**src/rtl/tswap_pkg.sv**
```systemverilog
package tswap_pkg;
  typedef enum logic [2:0] {
    ST_IDLE,
    ST_FLUSH,
    ST_LOAD,
    ST_RUN,
    ST_SEND
  } tswap_state_e;
endpackage

```
**src/rtl/tswap_buf.sv**
```systemverilog
module tswap_buf #(
  parameter int SLOTS = 8,
  parameter int REG_W = 64,
  parameter int SW    = 3
) (
  input  logic                   clk,
  input  logic                   rst,
  input  logic                   clr,
  input  logic                   ld_en,
  input  logic [SLOTS*REG_W-1:0] ld_data,
  input  logic                   wr_en,
  input  logic [SW-1:0]          wr_idx,
  input  logic [REG_W-1:0]       wr_data,
  input  logic [SW-1:0]          rd_idx,
  output logic [REG_W-1:0]       rd_data,
  output logic [SLOTS*REG_W-1:0] flat
);
  logic [REG_W-1:0] slot_q [SLOTS];

  // One register per slot: the interconnect side needs all slots in one cycle.
  for (genvar i = 0; i < SLOTS; i++) begin : g_slot
    always_ff @(posedge clk) begin
      if (rst || clr)
        slot_q[i] <= '0;
      else if (ld_en)
        slot_q[i] <= ld_data[i*REG_W +: REG_W];
      else if (wr_en && wr_idx == SW'(i))
        slot_q[i] <= wr_data;
    end
    assign flat[i*REG_W +: REG_W] = slot_q[i];
  end

  assign rd_data = slot_q[rd_idx];
endmodule

```
**src/rtl/tswap_ctl.sv**
```systemverilog
module tswap_ctl
  import tswap_pkg::*;
#(
  parameter int CTX_N    = 2,
  parameter int CTX_W    = 1,
  parameter int TID_W    = 8,
  parameter int REG_W    = 64,
  parameter int SLOTS    = 8,
  parameter int SW       = 3,
  parameter int NUM_REGS = 33,
  parameter int RNW      = 6,
  parameter int SEQ_W    = 3
) (
  input  logic             clk,
  input  logic             rst,
  input  logic             swap_req_valid,
  input  logic             swap_req_fill,
  input  logic [CTX_W-1:0] swap_req_ctx,
  input  logic [TID_W-1:0] swap_req_tid,
  output logic             swap_req_ready,
  output logic             swap_done,
  output logic [CTX_N-1:0] fetch_stall,
  output logic             flush_req,
  output logic [CTX_W-1:0] flush_ctx,
  input  logic             flush_ack,
  output logic             uop_valid,
  input  logic             uop_ready,
  output logic             uop_fill,
  output logic [CTX_W-1:0] uop_ctx,
  output logic [RNW-1:0]   uop_reg,
  output logic [REG_W-1:0] uop_data,
  input  logic             cmpl_valid,
  output logic             blk_out_valid,
  input  logic             blk_out_ready,
  output logic             blk_req,
  input  logic             blk_in_valid,
  output logic [TID_W-1:0] xfer_tid,
  output logic [SEQ_W-1:0] xfer_seq,
  output logic             buf_clr,
  output logic             buf_ld,
  output logic             buf_wr,
  output logic [SW-1:0]    buf_wr_idx,
  output logic [SW-1:0]    buf_rd_idx,
  input  logic [REG_W-1:0] buf_rd_data
);
  tswap_state_e     st;
  logic             fill_q;
  logic [CTX_W-1:0] ctx_q;
  logic [TID_W-1:0] tid_q;
  logic [SEQ_W-1:0] seq_q;
  logic [RNW-1:0]   iss_q;   // next register to offer
  logic [RNW-1:0]   cmp_q;   // registers completed
  logic             can_issue, cmpl_take, last_reg, slot_end;

  assign swap_req_ready = (st == ST_IDLE);
  // Issue window: only registers whose slot lies in the current block.
  assign can_issue  = (st == ST_RUN) && (iss_q < RNW'(NUM_REGS)) &&
                      ((iss_q >> SW) == RNW'(seq_q));
  // A completion counts only if a handed-over micro-op is outstanding.
  assign cmpl_take  = (st == ST_RUN) && cmpl_valid &&
                      ((cmp_q + RNW'(uop_valid)) < iss_q);
  assign last_reg   = (cmp_q == RNW'(NUM_REGS - 1));
  assign slot_end   = (cmp_q[SW-1:0] == SW'(SLOTS - 1)) || last_reg;

  assign buf_clr    = ((st == ST_IDLE) && swap_req_valid) ||
                      ((st == ST_SEND) && blk_out_ready);
  assign buf_ld     = (st == ST_LOAD) && blk_in_valid;
  assign buf_wr     = cmpl_take && !fill_q;
  assign buf_wr_idx = cmp_q[SW-1:0];
  assign buf_rd_idx = iss_q[SW-1:0];

  assign flush_ctx  = ctx_q;
  assign uop_ctx    = ctx_q;
  assign xfer_tid   = tid_q;
  assign xfer_seq   = seq_q;

  always_ff @(posedge clk) begin
    if (rst) begin
      st            <= ST_IDLE;
      fill_q        <= 1'b0;
      ctx_q         <= '0;
      tid_q         <= '0;
      seq_q         <= '0;
      iss_q         <= '0;
      cmp_q         <= '0;
      fetch_stall   <= '0;
      flush_req     <= 1'b0;
      uop_valid     <= 1'b0;
      uop_fill      <= 1'b0;
      uop_reg       <= '0;
      uop_data      <= '0;
      blk_out_valid <= 1'b0;
      blk_req       <= 1'b0;
      swap_done     <= 1'b0;
    end else begin
      swap_done <= 1'b0;
      blk_req   <= 1'b0;

      if (uop_valid && uop_ready)
        uop_valid <= 1'b0;
      if (can_issue && (!uop_valid || uop_ready)) begin
        uop_valid <= 1'b1;
        uop_fill  <= fill_q;
        uop_reg   <= iss_q;
        uop_data  <= fill_q ? buf_rd_data : '0;
        iss_q     <= iss_q + RNW'(1);
      end
      if (cmpl_take)
        cmp_q <= cmp_q + RNW'(1);

      unique case (st)
        ST_IDLE: if (swap_req_valid) begin
          st          <= ST_FLUSH;
          fill_q      <= swap_req_fill;
          ctx_q       <= swap_req_ctx;
          tid_q       <= swap_req_tid;
          seq_q       <= '0;
          iss_q       <= '0;
          cmp_q       <= '0;
          flush_req   <= 1'b1;
          fetch_stall <= CTX_N'(1) << swap_req_ctx;
        end
        ST_FLUSH: if (flush_ack) begin
          flush_req <= 1'b0;
          if (fill_q) begin
            blk_req <= 1'b1;
            st      <= ST_LOAD;
          end else begin
            st <= ST_RUN;
          end
        end
        ST_LOAD: if (blk_in_valid) st <= ST_RUN;
        ST_RUN: if (cmpl_take && slot_end) begin
          if (!fill_q) begin
            st            <= ST_SEND;
            blk_out_valid <= 1'b1;
          end else if (last_reg) begin
            st          <= ST_IDLE;
            swap_done   <= 1'b1;
            fetch_stall <= '0;
          end else begin
            seq_q   <= seq_q + SEQ_W'(1);
            blk_req <= 1'b1;
            st      <= ST_LOAD;
          end
        end
        ST_SEND: if (blk_out_ready) begin
          blk_out_valid <= 1'b0;
          seq_q         <= seq_q + SEQ_W'(1);
          if (cmp_q == RNW'(NUM_REGS)) begin
            st          <= ST_IDLE;
            swap_done   <= 1'b1;
            fetch_stall <= '0;
          end else begin
            st <= ST_RUN;
          end
        end
        default: st <= ST_IDLE;
      endcase
    end
  end
endmodule

```
**src/rtl/thread_swap_engine.sv**
```systemverilog
module thread_swap_engine #(
  parameter int CTX_N       = 2,
  parameter int TID_W       = 8,
  parameter int REG_W       = 64,
  parameter int BLOCK_BYTES = 64,
  parameter int NUM_REGS    = 33,
  localparam int CTX_W      = (CTX_N > 1) ? $clog2(CTX_N) : 1,
  localparam int SLOTS      = BLOCK_BYTES * 8 / REG_W,
  localparam int SW         = (SLOTS > 1) ? $clog2(SLOTS) : 1,
  localparam int RNW        = $clog2(NUM_REGS + 1),
  localparam int NBLK       = (NUM_REGS + SLOTS - 1) / SLOTS,
  localparam int SEQ_W      = (NBLK > 1) ? $clog2(NBLK + 1) : 1
) (
  input  logic                   clk,
  input  logic                   rst,
  input  logic                   swap_req_valid,
  input  logic                   swap_req_fill,
  input  logic [CTX_W-1:0]       swap_req_ctx,
  input  logic [TID_W-1:0]       swap_req_tid,
  output logic                   swap_req_ready,
  output logic                   swap_done,
  output logic [CTX_N-1:0]       fetch_stall,
  output logic                   flush_req,
  output logic [CTX_W-1:0]       flush_ctx,
  input  logic                   flush_ack,
  output logic                   uop_valid,
  input  logic                   uop_ready,
  output logic                   uop_fill,
  output logic [CTX_W-1:0]       uop_ctx,
  output logic [RNW-1:0]         uop_reg,
  output logic [REG_W-1:0]       uop_data,
  input  logic                   cmpl_valid,
  input  logic [REG_W-1:0]       cmpl_data,
  output logic                   blk_out_valid,
  input  logic                   blk_out_ready,
  output logic [SLOTS*REG_W-1:0] blk_out_data,
  output logic                   blk_req,
  input  logic                   blk_in_valid,
  input  logic [SLOTS*REG_W-1:0] blk_in_data,
  output logic [TID_W-1:0]       xfer_tid,
  output logic [SEQ_W-1:0]       xfer_seq
);
  logic             buf_clr, buf_ld, buf_wr;
  logic [SW-1:0]    buf_wr_idx, buf_rd_idx;
  logic [REG_W-1:0] buf_rd_data;

  tswap_ctl #(
    .CTX_N(CTX_N), .CTX_W(CTX_W), .TID_W(TID_W), .REG_W(REG_W), .SLOTS(SLOTS),
    .SW(SW), .NUM_REGS(NUM_REGS), .RNW(RNW), .SEQ_W(SEQ_W)
  ) ctl_i (
    .clk, .rst,
    .swap_req_valid, .swap_req_fill, .swap_req_ctx, .swap_req_tid,
    .swap_req_ready, .swap_done, .fetch_stall,
    .flush_req, .flush_ctx, .flush_ack,
    .uop_valid, .uop_ready, .uop_fill, .uop_ctx, .uop_reg, .uop_data,
    .cmpl_valid,
    .blk_out_valid, .blk_out_ready, .blk_req, .blk_in_valid,
    .xfer_tid, .xfer_seq,
    .buf_clr, .buf_ld, .buf_wr, .buf_wr_idx, .buf_rd_idx, .buf_rd_data
  );

  tswap_buf #(.SLOTS(SLOTS), .REG_W(REG_W), .SW(SW)) buf_i (
    .clk, .rst,
    .clr(buf_clr),
    .ld_en(buf_ld),
    .ld_data(blk_in_data),
    .wr_en(buf_wr),
    .wr_idx(buf_wr_idx),
    .wr_data(cmpl_data),
    .rd_idx(buf_rd_idx),
    .rd_data(buf_rd_data),
    .flat(blk_out_data)
  );
endmodule

```
**config.mk**
```make
export PLATFORM = sky130hd
export DESIGN_NAME = thread_swap_engine
export DESIGN_NICKNAME = d
export VERILOG_FILES = /design/src/rtl/tswap_pkg.sv /design/src/rtl/tswap_buf.sv /design/src/rtl/tswap_ctl.sv /design/src/rtl/thread_swap_engine.sv
export SDC_FILE = /design/constraint.sdc
export NUM_CORES = 1
export LEC_CHECK = 0
export BUFFER_PORTS_ARGS = -buffer_cell sky130_fd_sc_hd__buf_2
export CELL_PAD_IN_SITES_DETAIL_PLACEMENT = 0
export CELL_PAD_IN_SITES_GLOBAL_PLACEMENT = 1
export CORE_AREA = 2 2 468 470
export DETAILED_ROUTE_END_ITERATION = 10
export DIE_AREA = 0 0 470 472
export PLACE_DENSITY = 0.43
export SYNTH_ARGS = -nofsm -noshare
export SYNTH_HDL_FRONTEND = slang
export SYNTH_SLANG_ARGS = --single-unit
```
**constraint.sdc**
```tcl
create_clock -name clk -period 18.6 [get_ports clk]
set_input_delay 1.86 -clock clk [delete_from_list [all_inputs] [get_ports clk]]
set_output_delay 1.86 -clock clk [all_outputs]
set_load 0.02 [all_outputs]
```
; Word-level counts from Yosys, hierarchy flattened
; Memories as Yosys holds them, arrays and structs flattened. A register that Yosys moved wholly into a read port is not among the register bits.
; Cells that the tools add are included.
[totals]
ram_bits = 512
elab_cells = 206
register_bits = 106
mem_count = 1
[memory_table]
columns = memory, words, word_bits, read_ports, rd_clocked_by_memory_dff, wr, line
row1 = buf_i.slot_q, 8, 64, 9, 1, 8, tswap_buf.sv:18  ; logic [REG_W-1:0] slot_q [SLOTS];
[op_classes]
muxes = 105
shifts = 1
bitwise_logic = 16
n_lt_le_gt_ge = 2
addsub = 4
reduce_logical = 37
eq_ne = 24
[op_table]
columns = operator, count
row1 = $mux W64, 17
row2 = $mux W1, 55
row3 = $mux W3, 12
row4 = $mux W6, 6
row5 = $logic_and A1 B1 Y1, 19
row6 = $mux W2, 8
row7 = $ne A2 B2 Y1 const B, 8
row8 = $or A1 B1 Y1, 16
row9 = $eq A3 B3 Y1 const B, 5
row10 = $pmux W3 S5, 1
row11 = $add A6 B1 Y6 const B, 2
row12 = $eq A3 B2 Y1 const B, 4
row13 = $eq A6 B6 Y1 const B, 2
row14 = $pmux W3 S3, 1
row15 = $pmux W1 S2, 4
row16 = $reduce_and A7 Y1, 1
row17 = $add A6 B1 Y6, 1
row18 = $eq A3 B1 Y1 const B, 2
row19 = $logic_not A3 Y1, 2
row20 = $lt A6 B6 Y1, 1
row21 = $lt A6 B6 Y1 const B, 1
row22 = $pmux W2 S3, 1
row23 = $reduce_and A6 Y1, 1
row24 = $reduce_bool A2 Y1, 3
row25 = other kinds (11), 16

; Longest topological paths before layout
[logic_depth]
word_depth = 10
ltp_mapped = 13

; By module
; A second synthesis with hierarchy kept.
[unflattened]
hier_cells = 2081
area_unflattened_um2 = 30125.1
[by_module_without_submodules]
columns = module, instances, seq_area_each_um2, cells_each, area_per_inst_um2
row1 = tswap_buf, 1, 15374.7, 1506, 25491.9
row2 = tswap_ctl, 1, 2122.0, 575, 4633.2

; Least setup slack after synthesis
; No wires, ideal clock.
[synth_path]
kind = input-to-reg
start = in cmpl_valid
end = mem buf_i.slot_q[4][0], enable pin
n_path_buf = 0
required_time_ps = 18025
cell_stages = 3
path_slack_ps = 11050
t_arrival_ps = 6976
cell_sequence = o2111ai_1 > a2111o_1 > o21ai_0
[synth_lines]
columns = item, line
row1 = start: declaration, thread_swap_engine.sv:32  ; input logic cmpl_valid,
row2 = end: declaration, tswap_buf.sv:18

==> metrics.md <==
| Metric | Value |
|---|---|
| Synth cell count leaders | a22o_1 (512), edfxtp_1 (512), mux4_2 (128) |
| Compound-Gate Fraction of Synth Area | 18.08% |
| Int Pwr | 3.203 mW |
| Fmax | 187.7 MHz |
| Crit-path max FO | 37 |
| Post-synth top area share | 53.51% |
| Register area | 0.01750 mm^2 |
| Via Count | 24.61k |
| Die area | 0.2218 mm^2 |
| Nets | between 3k and 4k |
| Worst setup path start | ctl_i.cmp_q[0] |
| Fin area | 0.04051 mm^2 |
| Fin. max-slew vios | 0 |
| Multi-input gate area | 0.01019 mm^2 |
| Worst slew pin tran | 1.298 ns |
| Critical path buffers and inverters | 2 |
| Post-DP HPWL | about 170000 um |
| GRT Total Usage | between 10% and 20% |
| Largest net degree at the start of global routing | about 170 |
| Mapped Nets | 2534 |
| Reg2reg path depth | 13 |
| Netlist cell types | 53 |
| Switching share of total power | about two fifths |
| Remaining global-route overflow | 0 |
| Largest area contributor in the netlist | edfxtp_1 |
| Post-Syn Area | roughly 0.029 mm^2 |
| Simple-Gate Fraction of Synth Area | 3.283% |
| Crit start category | flop |
| Synth Area in XOR/XNOR | less than 1% |
| # fillers | around 24k |
| Power share of the combinational group | 28.5% |
| Hold Crit Class | reg -> reg |
| Top_reg_cell synth | edfxtp_1 |
| Setup Buffers After CTS | 0 |
| Main combinational cell family by area after synthesis | compound AO/OA/AOI/OAI gates |
| #FFs+latches synth | 618 |
| Post-Route Skew | 0.03165 ns |
| RSZ-0062 raised after global routing | false |
| Port buffer count | 1197 |
| Final Hold Fails | 0 |
| Final worst-path cycle share | 28.65% |
| Status | finished clean |
| Setup Viol. Count Final | 0 |
| Pre-antenna DRT Iters | 5 |
| Root Driver | clkbuf_16 |
| Starting Density | a little over an eighth |
| Cts hold-fix bufs | 0 |
| Largest register FFs | around 510 |
| Vias in the first global route | 25.12k |
| Max-Cap Viols | 0 |
| Area grow syn2layout | 41.00% |
| Maximum vdd drop | 0.00006073 V |
| First-pass GRT wire length | 272600 um |
| Starting DRT DRC Count | 1845 |
| DR vias/cell | 4.122 |
| Relative max-transition margin | 13.47% |
| Post-synth ARST share | 0% |
| Yosys warns | 0 |
| Clock Path Buffers | 3 |
| CTS Sinks | 618 |
| Gate Count Post-Synth | 1923 |
| Synth area leaders | edfxtp_1 (54%), a22o_1 (16%), mux4_2 (10%), dfxtp_1 (7.4%), mux2i_1 (2.5%) |
| Detailed Route WL | approximately 210000 um |
| DRC | 0 |
| Post-synthesis sequential area ratio | 60.89% |
| R2r setup slk | 13.27 ns |
| Final Power | 5.226 mW |
| Crit. End Element | flop |
| Adder-cell area share of the yosys netlist | less than 1% |
| CTS tree | built |
| Worst Setup EP | buf_i.slot_q[2][9] |
| Number of synthesized flops with an enable pin | 512 |
| Most frequent CP cell | ha_1 |
| Wire per inst | 36.00 um |
| Largest delay share family, worst path | simple AND/OR/NAND/NOR gates |
| CP required | roughly 19 ns |
| Reg power frac | roughly 40% |
| CP max stage cell | buf_4 |
| H-tree depth | 3 |
| Clock power frac | 31.7% |
| Reg2Reg Capture Point | buf_i.slot_q[2][9] |
| Synthesized area per cell | between 10 and 15 um^2 |
| Core box area | between 0.2 and 0.25 mm^2 |
| Max incr delay on CP | 0.82 ns |
| Static Leak | 17.04 nW |
| Layout cell share with drive strength beyond 1 | 49.26% |
| Net switching power | 2.023 mW |
| Clock latency at the later pin of the worst-skew pair | around 0.72 ns |
| Mux cell area share after synthesis | 12.58% |
| Arrival time worst endpoint | slightly below 6 ns |
| IO Count | 1198 |
| CP Class | reg -> reg |
| Placed cell area | between 0.03 and 0.04 mm^2 |
| Clock transition at path regs | 0.06 ns |
| Resized cells post-CTS | 0 |
| Antenna violations before repair | 103 |
| Die height | 472 um |
| RR Startpoint | ctl_i.cmp_q[0] |
| Reg with most FFs | buf_i.slot_q |
| Power Dens Cells | 129.0 mW/mm^2 |
| Setup_tns | 0 ns |
| CP Depth | 13 |
| Gpl congestion | 0.8327 |
| Detail Route Antenna Nets | 0 |
| FP Rows | 171 |
| TritonCTS Buffers | between 80 and 90 |
| Die Wd | 470 um |
| Worst-path cell chain | ha_1, ha_1, nand3_1, xnor2_1, ha_1, nand2_1, o2111ai_1, a2111o_1, nand2b_1, buf_4, nor2_8, buf_4, a22o_1 |
| Fin crit period | 5.328 ns |
layer usage:
| layer | share of wire (%) | track usage (%) | vias to the layer above |
|---|---|---|---|
| met3 | 9.7 | 7.094 | 322 |
| met1 | 40 | 22.12 | 12770 |
| met2 | 47 | 30.82 | 1366 |
| met5 | 0.16 | 0 | - |
| met4 | 3.3 | 6.298 | 56 |
| li1 | - | - | 10100 |
layout make-up:
| type | instances | share of cell area [%] |
|---|---|---|
| clock buffers | 103 | 5.466 |
| diodes | 25 | 0.1544 |
| repair buffers | 1251 | 15.85 |
| well taps | 2854 | 8.814 |
| multi-input cells | 1054 | 25.16 |
| flip-flops and latches | 618 | 43.21 |
| inverters | 16 | 0.1606 |
| clock inverters | 50 | 1.186 |
metrics by stage:
| stage | util (%) | worst slack [ns] | hold WS, ns | std cells |
|---|---|---|---|---|
| 6_report | 18.71 | 13.27 | 0.4432 | 5971 |
| 5_1_grt | 18.70 | 12.87 | 0.4617 | 5960 |
| 4_1_cts | 18.68 | 13.13 | 0.4458 | 5946 |
| 3_5_place_dp | 17.44 | 12.71 | 0.4387 | 5793 |
| 3_3_place_gp | 17.44 | 12.74 | 0.4345 | 5793 |
| 2_1_floorplan | - | 11.05 | 0.4930 | 1923 |
power by group through the flow:
stage	clock, mW	sequential [mW]	combinational (mW)
floorplan	0	2.34	0.402
global placement	0	2.10	1.53
detailed placement	0	2.11	1.53
CTS	1.72	2.08	1.53
global route	1.75	2.10	1.57
finish	1.66	2.08	1.49
kinds of logic after synthesis:
family,after synthesis
flip-flops,618
AO/OA/AOI/OAI,637
XOR/XNOR,13
multiplexers,201
buffers and inverters,251
AND/OR/NAND/NOR,186
adder cells (fa/ha/maj),17
worst register-to-register path, cell delays in order, from the launching register on:
cell and delay, ns:
dfxtp_1 0.51, ha_1 0.24, ha_1 0.18, nand3_1 0.10
xnor2_1 0.16, ha_1 0.27, nand2_1 0.10, o2111ai_1 0.19
a2111o_1 0.67, nand2b_1 0.56, buf_4 0.35, nor2_8 0.64
buf_4 0.90, a22o_1 0.34
how the worst min path moves through the flow:
stage | start | end | slack, ns | depth (start not counted)
finish | ctl_i.uop_data[7] | ctl_i.uop_data[7] | 0.44 | 2
floorplan | ctl_i.iss_q[5] | ctl_i.iss_q[5] | 0.49 | 2
global route | ctl_i.xfer_tid[4] | ctl_i.xfer_tid[4] | 0.46 | 2
CTS | ctl_i.uop_data[6] | ctl_i.uop_data[6] | 0.45 | 2
detailed placement | ctl_i.uop_data[6] | ctl_i.uop_data[6] | 0.44 | 2
global placement | ctl_i.uop_data[3] | ctl_i.uop_data[3] | 0.43 | 2
cell usage in the layout, fill, tap and decap left out, drive strengths merged, types with 10 or more instances in the layout:
| cell type | Yosys | layout |
|---|---|---|
| mux2i | 73 | 73 |
| nor2 | 40 | 40 |
| o21ai | 78 | 78 |
| clkinv | 1 | 37 |
| ha | 17 | 17 |
| clkbuf | 103 | 103 |
| nand2 | 101 | 101 |
| a22o | 512 | 512 |
| inv | 15 | 20 |
| nand2b | 10 | 10 |
| dfxtp | 106 | 106 |
| diode | 0 | 25 |
| mux4 | 128 | 128 |
| a21oi | 23 | 23 |
| edfxtp | 512 | 512 |
| buf | 132 | 1251 |
(Power assumes the default switching activity.)
